<file path="config.mk">
export PLATFORM = sky130hd
export DESIGN_NAME = pirq_router
export DESIGN_NICKNAME = d
export VERILOG_FILES = /design/src/rtl/pirq_rt_pkg.sv /design/src/rtl/pirq_rt_steer_regs.sv /design/src/rtl/pirq_rt_level_map.sv /design/src/rtl/pirq_rt_slot_map.sv /design/src/rtl/pirq_router.sv
export SDC_FILE = /design/constraint.sdc
export NUM_CORES = 1
export LEC_CHECK = 0
export BUFFER_PORTS_ARGS = -buffer_cell sky130_fd_sc_hd__buf_2
export CAP_MARGIN = 20
export CORE_MARGIN = 2
export CORE_UTILIZATION = 30
export DETAILED_ROUTE_END_ITERATION = 8
export PLACE_DENSITY = 0.52
export SLEW_MARGIN = 15
export SYNTH_ARGS = -nofsm -noshare
export SYNTH_HDL_FRONTEND = slang
export SYNTH_SLANG_ARGS = --single-unit
</file>
<file path="constraint.sdc">
create_clock -name clk -period 1.7 [get_ports clk]
set_clock_uncertainty 0.05 [all_clocks]
set_input_delay 0 -clock clk [delete_from_list [all_inputs] [get_ports clk]]
set_output_delay 0 -clock clk [all_outputs]
set_load 0.1 [all_outputs]
</file>
<file path="src/rtl/pirq_rt_pkg.sv">
package pirq_rt_pkg;
   // answer state of a route lookup
   typedef enum logic {
      ROUTE_OFF = 1'b0,
      ROUTE_ON  = 1'b1
   } route_state_e;
endpackage

</file>
<file path="src/rtl/pirq_rt_steer_regs.sv">
// Steering byte storage, one register per request line.
module pirq_rt_steer_regs #(
   parameter int unsigned N_PIRQ    = 4,
   parameter int unsigned RB_W      = 8,
   parameter int unsigned ADDR_W    = 8,
   parameter int unsigned BASE      = 'h60,
   parameter int unsigned ROUTE_RST = 'h80
) (
   input  logic                         clk,
   input  logic                         rst_n,
   input  logic                         wr_en,
   input  logic [ADDR_W-1:0]            wr_addr,
   input  logic [RB_W-1:0]              wr_data,
   output logic [N_PIRQ-1:0][RB_W-1:0]  route_q
);
   for (genvar p = 0; p < N_PIRQ; p++) begin : g_line
      logic hit;
      assign hit = wr_en && (wr_addr == ADDR_W'(BASE + p));

      always_ff @(posedge clk or negedge rst_n) begin
         if (!rst_n)   route_q[p] <= RB_W'(ROUTE_RST);
         else if (hit) route_q[p] <= wr_data;
      end
   end
endmodule

</file>
<file path="src/rtl/pirq_rt_level_map.sv">
// Line-by-input level matrix, rebuilt every clock from live levels.
module pirq_rt_level_map #(
   parameter int unsigned N_PIRQ = 4,
   parameter int unsigned N_IRQ  = 16,
   parameter int unsigned RB_W   = 8,
   localparam int unsigned IRQ_W = $clog2(N_IRQ),
   localparam int unsigned MAP_W = N_PIRQ * N_IRQ
) (
   input  logic                         clk,
   input  logic                         rst_n,
   input  logic [N_PIRQ-1:0][RB_W-1:0]  route_q,
   input  logic [N_PIRQ-1:0]            pirq_lvl,
   output logic [N_IRQ-1:0]             irq_out
);
   logic [MAP_W-1:0]  map_d;
   logic [MAP_W-1:0]  map_q;
   logic [N_PIRQ-1:0] live;

   for (genvar p = 0; p < N_PIRQ; p++) begin : g_live
      assign live[p] = route_q[p] < RB_W'(N_IRQ);
   end

   // bit index = irq * N_PIRQ + line
   for (genvar i = 0; i < N_IRQ; i++) begin : g_irq
      for (genvar p = 0; p < N_PIRQ; p++) begin : g_line
         assign map_d[i*N_PIRQ + p] = pirq_lvl[p] && live[p] &&
                                      (route_q[p][IRQ_W-1:0] == IRQ_W'(i));
      end
      assign irq_out[i] = |map_q[i*N_PIRQ +: N_PIRQ];
   end

   always_ff @(posedge clk or negedge rst_n) begin
      if (!rst_n) map_q <= '0;
      else        map_q <= map_d;
   end
endmodule

</file>
<file path="src/rtl/pirq_rt_slot_map.sv">
// Device slot plus INTx pin to request line.
module pirq_rt_slot_map #(
   parameter int unsigned N_PIRQ    = 4,
   parameter int unsigned DEVFN_W   = 8,
   parameter int unsigned FUNC_BITS = 3,
   localparam int unsigned PIRQ_W = $clog2(N_PIRQ),
   localparam int unsigned SLOT_W = DEVFN_W - FUNC_BITS,
   localparam int unsigned SUM_W  = (SLOT_W > PIRQ_W ? SLOT_W : PIRQ_W) + 2
) (
   input  logic [DEVFN_W-1:0] devfn,
   input  logic [PIRQ_W-1:0]  intx_pin,
   output logic [PIRQ_W-1:0]  slot_pirq
);
   logic [SLOT_W-1:0] slot;
   logic [SUM_W-1:0]  sum;
   logic              unused_func;

   assign slot        = devfn[DEVFN_W-1:FUNC_BITS];
   assign unused_func = ^devfn[FUNC_BITS-1:0];
   // adding N_PIRQ-1 is subtracting one modulo N_PIRQ
   assign sum       = SUM_W'(slot) + SUM_W'(intx_pin) + SUM_W'(N_PIRQ - 1);
   assign slot_pirq = sum[PIRQ_W-1:0];
endmodule

</file>
<file path="src/rtl/pirq_router.sv">
module pirq_router #(
   parameter int unsigned N_PIRQ    = 4,
   parameter int unsigned N_IRQ     = 16,
   parameter int unsigned RB_W      = 8,
   parameter int unsigned ADDR_W    = 8,
   parameter int unsigned BASE      = 'h60,
   parameter int unsigned ROUTE_RST = 'h80,
   parameter int unsigned DEVFN_W   = 8,
   parameter int unsigned FUNC_BITS = 3,
   localparam int unsigned PIRQ_W = $clog2(N_PIRQ),
   localparam int unsigned IRQ_W  = $clog2(N_IRQ)
) (
   input  logic               clk,
   input  logic               rst_n,
   input  logic               wr_en,
   input  logic [ADDR_W-1:0]  wr_addr,
   input  logic [RB_W-1:0]    wr_data,
   input  logic [N_PIRQ-1:0]  pirq_lvl,
   output logic [N_IRQ-1:0]   irq_out,
   input  logic [PIRQ_W-1:0]  qry_pin,
   output logic               qry_en,
   output logic [IRQ_W-1:0]   qry_irq,
   input  logic [DEVFN_W-1:0] devfn,
   input  logic [PIRQ_W-1:0]  intx_pin,
   output logic [PIRQ_W-1:0]  slot_pirq
);
   import pirq_rt_pkg::*;

   // elaboration checks on the parameter set
   if ((1 << PIRQ_W) != N_PIRQ) begin : g_chk_pirq
      $error("N_PIRQ must be a power of two");
   end
   if ((1 << IRQ_W) != N_IRQ) begin : g_chk_irq
      $error("N_IRQ must be a power of two");
   end
   if (N_IRQ >= (1 << RB_W)) begin : g_chk_rb
      $error("steering byte too narrow to express a detached value");
   end
   if (BASE + N_PIRQ > (1 << ADDR_W)) begin : g_chk_addr
      $error("steering window exceeds address space");
   end
   if (FUNC_BITS >= DEVFN_W) begin : g_chk_devfn
      $error("devfn has no slot field");
   end

   logic [N_PIRQ-1:0][RB_W-1:0] route_q;
   logic [RB_W-1:0]             qry_byte;
   route_state_e                qry_state;

   pirq_rt_steer_regs #(
      .N_PIRQ(N_PIRQ), .RB_W(RB_W), .ADDR_W(ADDR_W),
      .BASE(BASE), .ROUTE_RST(ROUTE_RST)
   ) u_regs (
      .clk(clk), .rst_n(rst_n), .wr_en(wr_en), .wr_addr(wr_addr),
      .wr_data(wr_data), .route_q(route_q)
   );

   pirq_rt_level_map #(
      .N_PIRQ(N_PIRQ), .N_IRQ(N_IRQ), .RB_W(RB_W)
   ) u_map (
      .clk(clk), .rst_n(rst_n), .route_q(route_q),
      .pirq_lvl(pirq_lvl), .irq_out(irq_out)
   );

   pirq_rt_slot_map #(
      .N_PIRQ(N_PIRQ), .DEVFN_W(DEVFN_W), .FUNC_BITS(FUNC_BITS)
   ) u_slot (
      .devfn(devfn), .intx_pin(intx_pin), .slot_pirq(slot_pirq)
   );

   // route query, same attach rule as the level matrix
   assign qry_byte  = route_q[qry_pin];
   assign qry_state = (qry_byte < RB_W'(N_IRQ)) ? ROUTE_ON : ROUTE_OFF;
   assign qry_en    = (qry_state == ROUTE_ON);
   assign qry_irq   = qry_en ? qry_byte[IRQ_W-1:0] : '1;
endmodule

</file>
==> flow_summary.json <==
{
  "status": "finished, violations left",
  "violations": "setup timing",
  "r2r_start": "u_regs.route_q[31]",
  "setup_slack_ns": -0.204,
  "r2r_end": "u_map.map_q[3]",
  "grt_overflow": 0,
  "antenna_found_initial": 0,
  "syn_nets": 332,
  "fin_crit_sh_pct": 112,
  "hpwlAfterDp_mm": 7.08,
  "sw_frac_of_total_pct": 28.2,
  "cts_buffer_depth": 2,
  "start_kind": "flop",
  "cp_max_fo": 5,
  "cp-startpoint": "u_regs.route_q[23]",
  "synth_cell_types": 35,
  "rsz0062_at_grt": "true",
  "grt_util_all_layers_pct": 14.7,
  "syn_area_um2": 3860,
  "pwr-share-comb_pct": 17.7,
  "fillers": 1213,
  "antenna_cells": 0,
  "tns_ns": -1.11,
  "whs_ns": 0.116,
  "synth_cells": 296,
  "htreeDepth": 3,
  "total_power_w": 0.00529,
  "drt_iter0_drc": 125,
  "crit_path_end_kind": "primary output",
  "dr.pass1.iters": 4,
  "drv_slew": 0,
  "syn_to_final_growth_pct": 32.7,
  "max_freq_mhz": 525,
  "vias_per_cell": 4.70,
  "routed_wl_mm": 9.63,
  "drtAntennaViolNets": 0,
  "cts_root_buffer": "clkbuf_16",
  "die_w_um": 117,
  "cts_buffers": 9,
  "drcViolationCount": 0,
  "nets": 430,
  "num_vias": 2680,
  "crit_required_ns": 1.65,
  "hold_viol": 0,
  "grt_max_degree": 36,
  "cts_tree": "built",
  "p_leak_nw": 2.53,
  "drv_cap": 0,
  "ioPinCount": 58,
  "gp_congestion": 0.813,
  "ys_seq_area_share_pct": 62.4,
  "crit_type": "flop to primary output",
  "internal-power_w": 0.00379,
  "cts.sinks": 96,
  "setup_viol": 9,
  "clkTransAtPathRegs_ns": 0.07,
  "core_area_um2": 12600,
  "postSynthAreaPerCell_um2": 13.0,
  "reg2reg_depth": 3,
  "tightest_slew_ns": 0.511,
  "dieArea_um2": 13800,
  "synth_warnings": 0,
  "die_h_um": 117,
  "irDropWorstVdd_mv": 0.818,
  "grt_pass1_wl_mm": 15.7,
  "ys_seq_elements": 96,
  "initial_core_util_pct": 30.7,
  "fp-row-count": 41,
  "pwr-share-clk_pct": 37.4,
  "cp.arrival_ns": 1.85,
  "wire_per_inst_um": 16.9,
  "period_minus_slack_ns": 1.90,
  "grt_pass1_vias": 2849,
  "p_seq_share_pct": 45.0,
  "port-buffer-count": 51,
  "slew_headroom_pct": 65.8,
  "drive_gt1_share_pct": 42.5,
  "p_per_area_nw_per_um2": 1030,
  "cts_setup_buffers": 0,
  "r2r_setup_slack_ns": -0.06,
  "hold_path_class": "primary input to asynchronous set/reset pin",
  "p_switching_w": 0.00149,
  "clock_latency_ns": 0.34,
  "cp-endpoint": "qry_irq[0]"
}
==> layout make-up <==
class / instances / area (um2) / share of cell area [%]
timing repair buffer: 102 / 733 / 14.3
tap: 172 / 215 / 4.20
sequential: 96 / 2410 / 47.0
clock inverter: 6 / 66.3 / 1.30
multi-input combinational: 177 / 1440 / 28.2
clock buffer: 9 / 225 / 4.40
inverter: 8 / 30.0 / 0.587
==> power by group through the flow <==
stage               Clock [W]  Combinational, W  Sequential [W]
floorplan                   0          0.000577         0.00241
global placement            0          0.000859         0.00242
detailed placement          0          0.000867         0.00242
CTS                   0.00203          0.000938         0.00238
global route          0.00212          0.000991         0.00238
finish                0.00198          0.000934         0.00238
==> worst max-delay path: stages, from the launching register on <==
cell	delay, ns
dfstp_2	0.37
or4_4	0.58
a221oi_2	0.29
o21ai_2	0.09
buf_6	0.19
==> what timing repair did <==
| action | CTS | global route |
|---|---|---|
| endpoints found under the setup margin | 9 | 11 |
| hold buffers | 11 | 0 |
| endpoints found under the hold margin | 127 | 0 |
| gates resized for setup | 15 | 3 |
| pin swaps | 1 | 1 |
==> cell families (layout without fill, tap and decap cells) <==
family / count (synthesis) / in the layout / share of synthesized area (%)
multiplexers: 36 / 36 / 12.5
adder cells (fa/ha/maj): 1 / 1 / 0.324
XOR/XNOR: 2 / 2 / 0.454
flip-flops: 96 / 96 / 62.4
AO/OA/AOI/OAI: 11 / 11 / 2.04
buffers and inverters: 23 / 125 / 2.47
AND/OR/NAND/NOR: 127 / 127 / 19.8
==> routing by layer <==
| metal | track usage [%] | wire (um) |
|---|---|---|
| met4 | 4.37 | 102 |
| met5 | 0 | 0 |
| met3 | 2.97 | 398 |
| met1 | 19.9 | 4400 |
| met2 | 24.1 | 4730 |
==> per-stage QoR <==
stage / cells / setup WS [ns] / area (um2) / util, %
final: 570 / -0.204 / 5120 / 40.7
after global routing: 570 / -0.283 / 5120 / 40.7
after CTS: 570 / -0.222 / 5110 / 40.6
after detailed placement: 544 / -0.107 / 4640 / 37.0
after global placement: 544 / -0.0640 / 4640 / 37.0
after floorplan: 296 / -0.0242 / 3900 / -
==> worst min path at each step <==
| stage | to | slack [ns] | cells after the start | startpoint |
|---|---|---|---|---|
| after floorplan | u_map.map_q[0] | -0.35 | 0 | rst_n |
| after global placement | u_map.map_q[5] | -0.08 | 1 | rst_n |
| after detailed placement | u_map.map_q[5] | -0.07 | 1 | rst_n |
| after CTS | u_regs.route_q[26] | 0.12 | 2 | rst_n |
| after global routing | u_map.map_q[5] | 0.15 | 2 | rst_n |
| final | u_regs.route_q[26] | 0.12 | 2 | rst_n |
==> registers in the layout, indices dropped and copies added (netlist names) <==
register        count
u_regs.route_q     32
u_map.map_q        64
==> synth_stat cells <==
library cell	n	area share, %
nand3_1	2	0.26
buf_6	1	0.29
o21a_1	1	0.19
nand4b_1	5	1.1
nor4_1	9	1.5
or4b_1	1	0.26
ha_1	1	0.32
clkbuf_1	13	1.3
mux2_2	24	7.0
nor3_2	1	0.26
nor2_1	23	2.2
nand2_1	5	0.49
nor2b_1	3	0.49
a221oi_1	4	0.91
or4b_4	1	0.36
and2_1	1	0.16
mux2_4	8	3.1
and3_1	5	0.81
a22oi_1	1	0.19
nand2b_1	7	1.1
dfstp_2	4	2.7
or3_1	2	0.32
nor4_4	2	1.1
dfrtp_1	92	60
nor3b_1	1	0.19
o21ai_0	4	0.52
mux4_2	4	2.3
a31o_2	1	0.23
buf_2	1	0.13
nor3_1	35	4.5
xnor2_1	2	0.45
nand3b_1	4	0.78
nand4_1	2	0.32
inv_1	8	0.78
or4_1	18	3.5
==> cells in the final DEF, fill, tap and decap left out, drive strengths merged, types with 3 or more instances in the layout <==
master       netlist  layout
or4               18      18
dfstp              4       4
clkbuf            13       9
inv                8      10
nor2b              3       3
buf                2      91
nand3b             4       4
mux4               4       4
and3               5       5
nor3              36      36
mux2              32      32
a221oi             4       4
o21ai              4       4
nand2              5       5
nand2b             7       7
nor4              11      11
nand4b             5       5
nor2              23      23
clkinv             0       3
dfrtp             92      92
dlygate4sd3        0      11
Note: power is estimated with default switching activity, not from simulation.
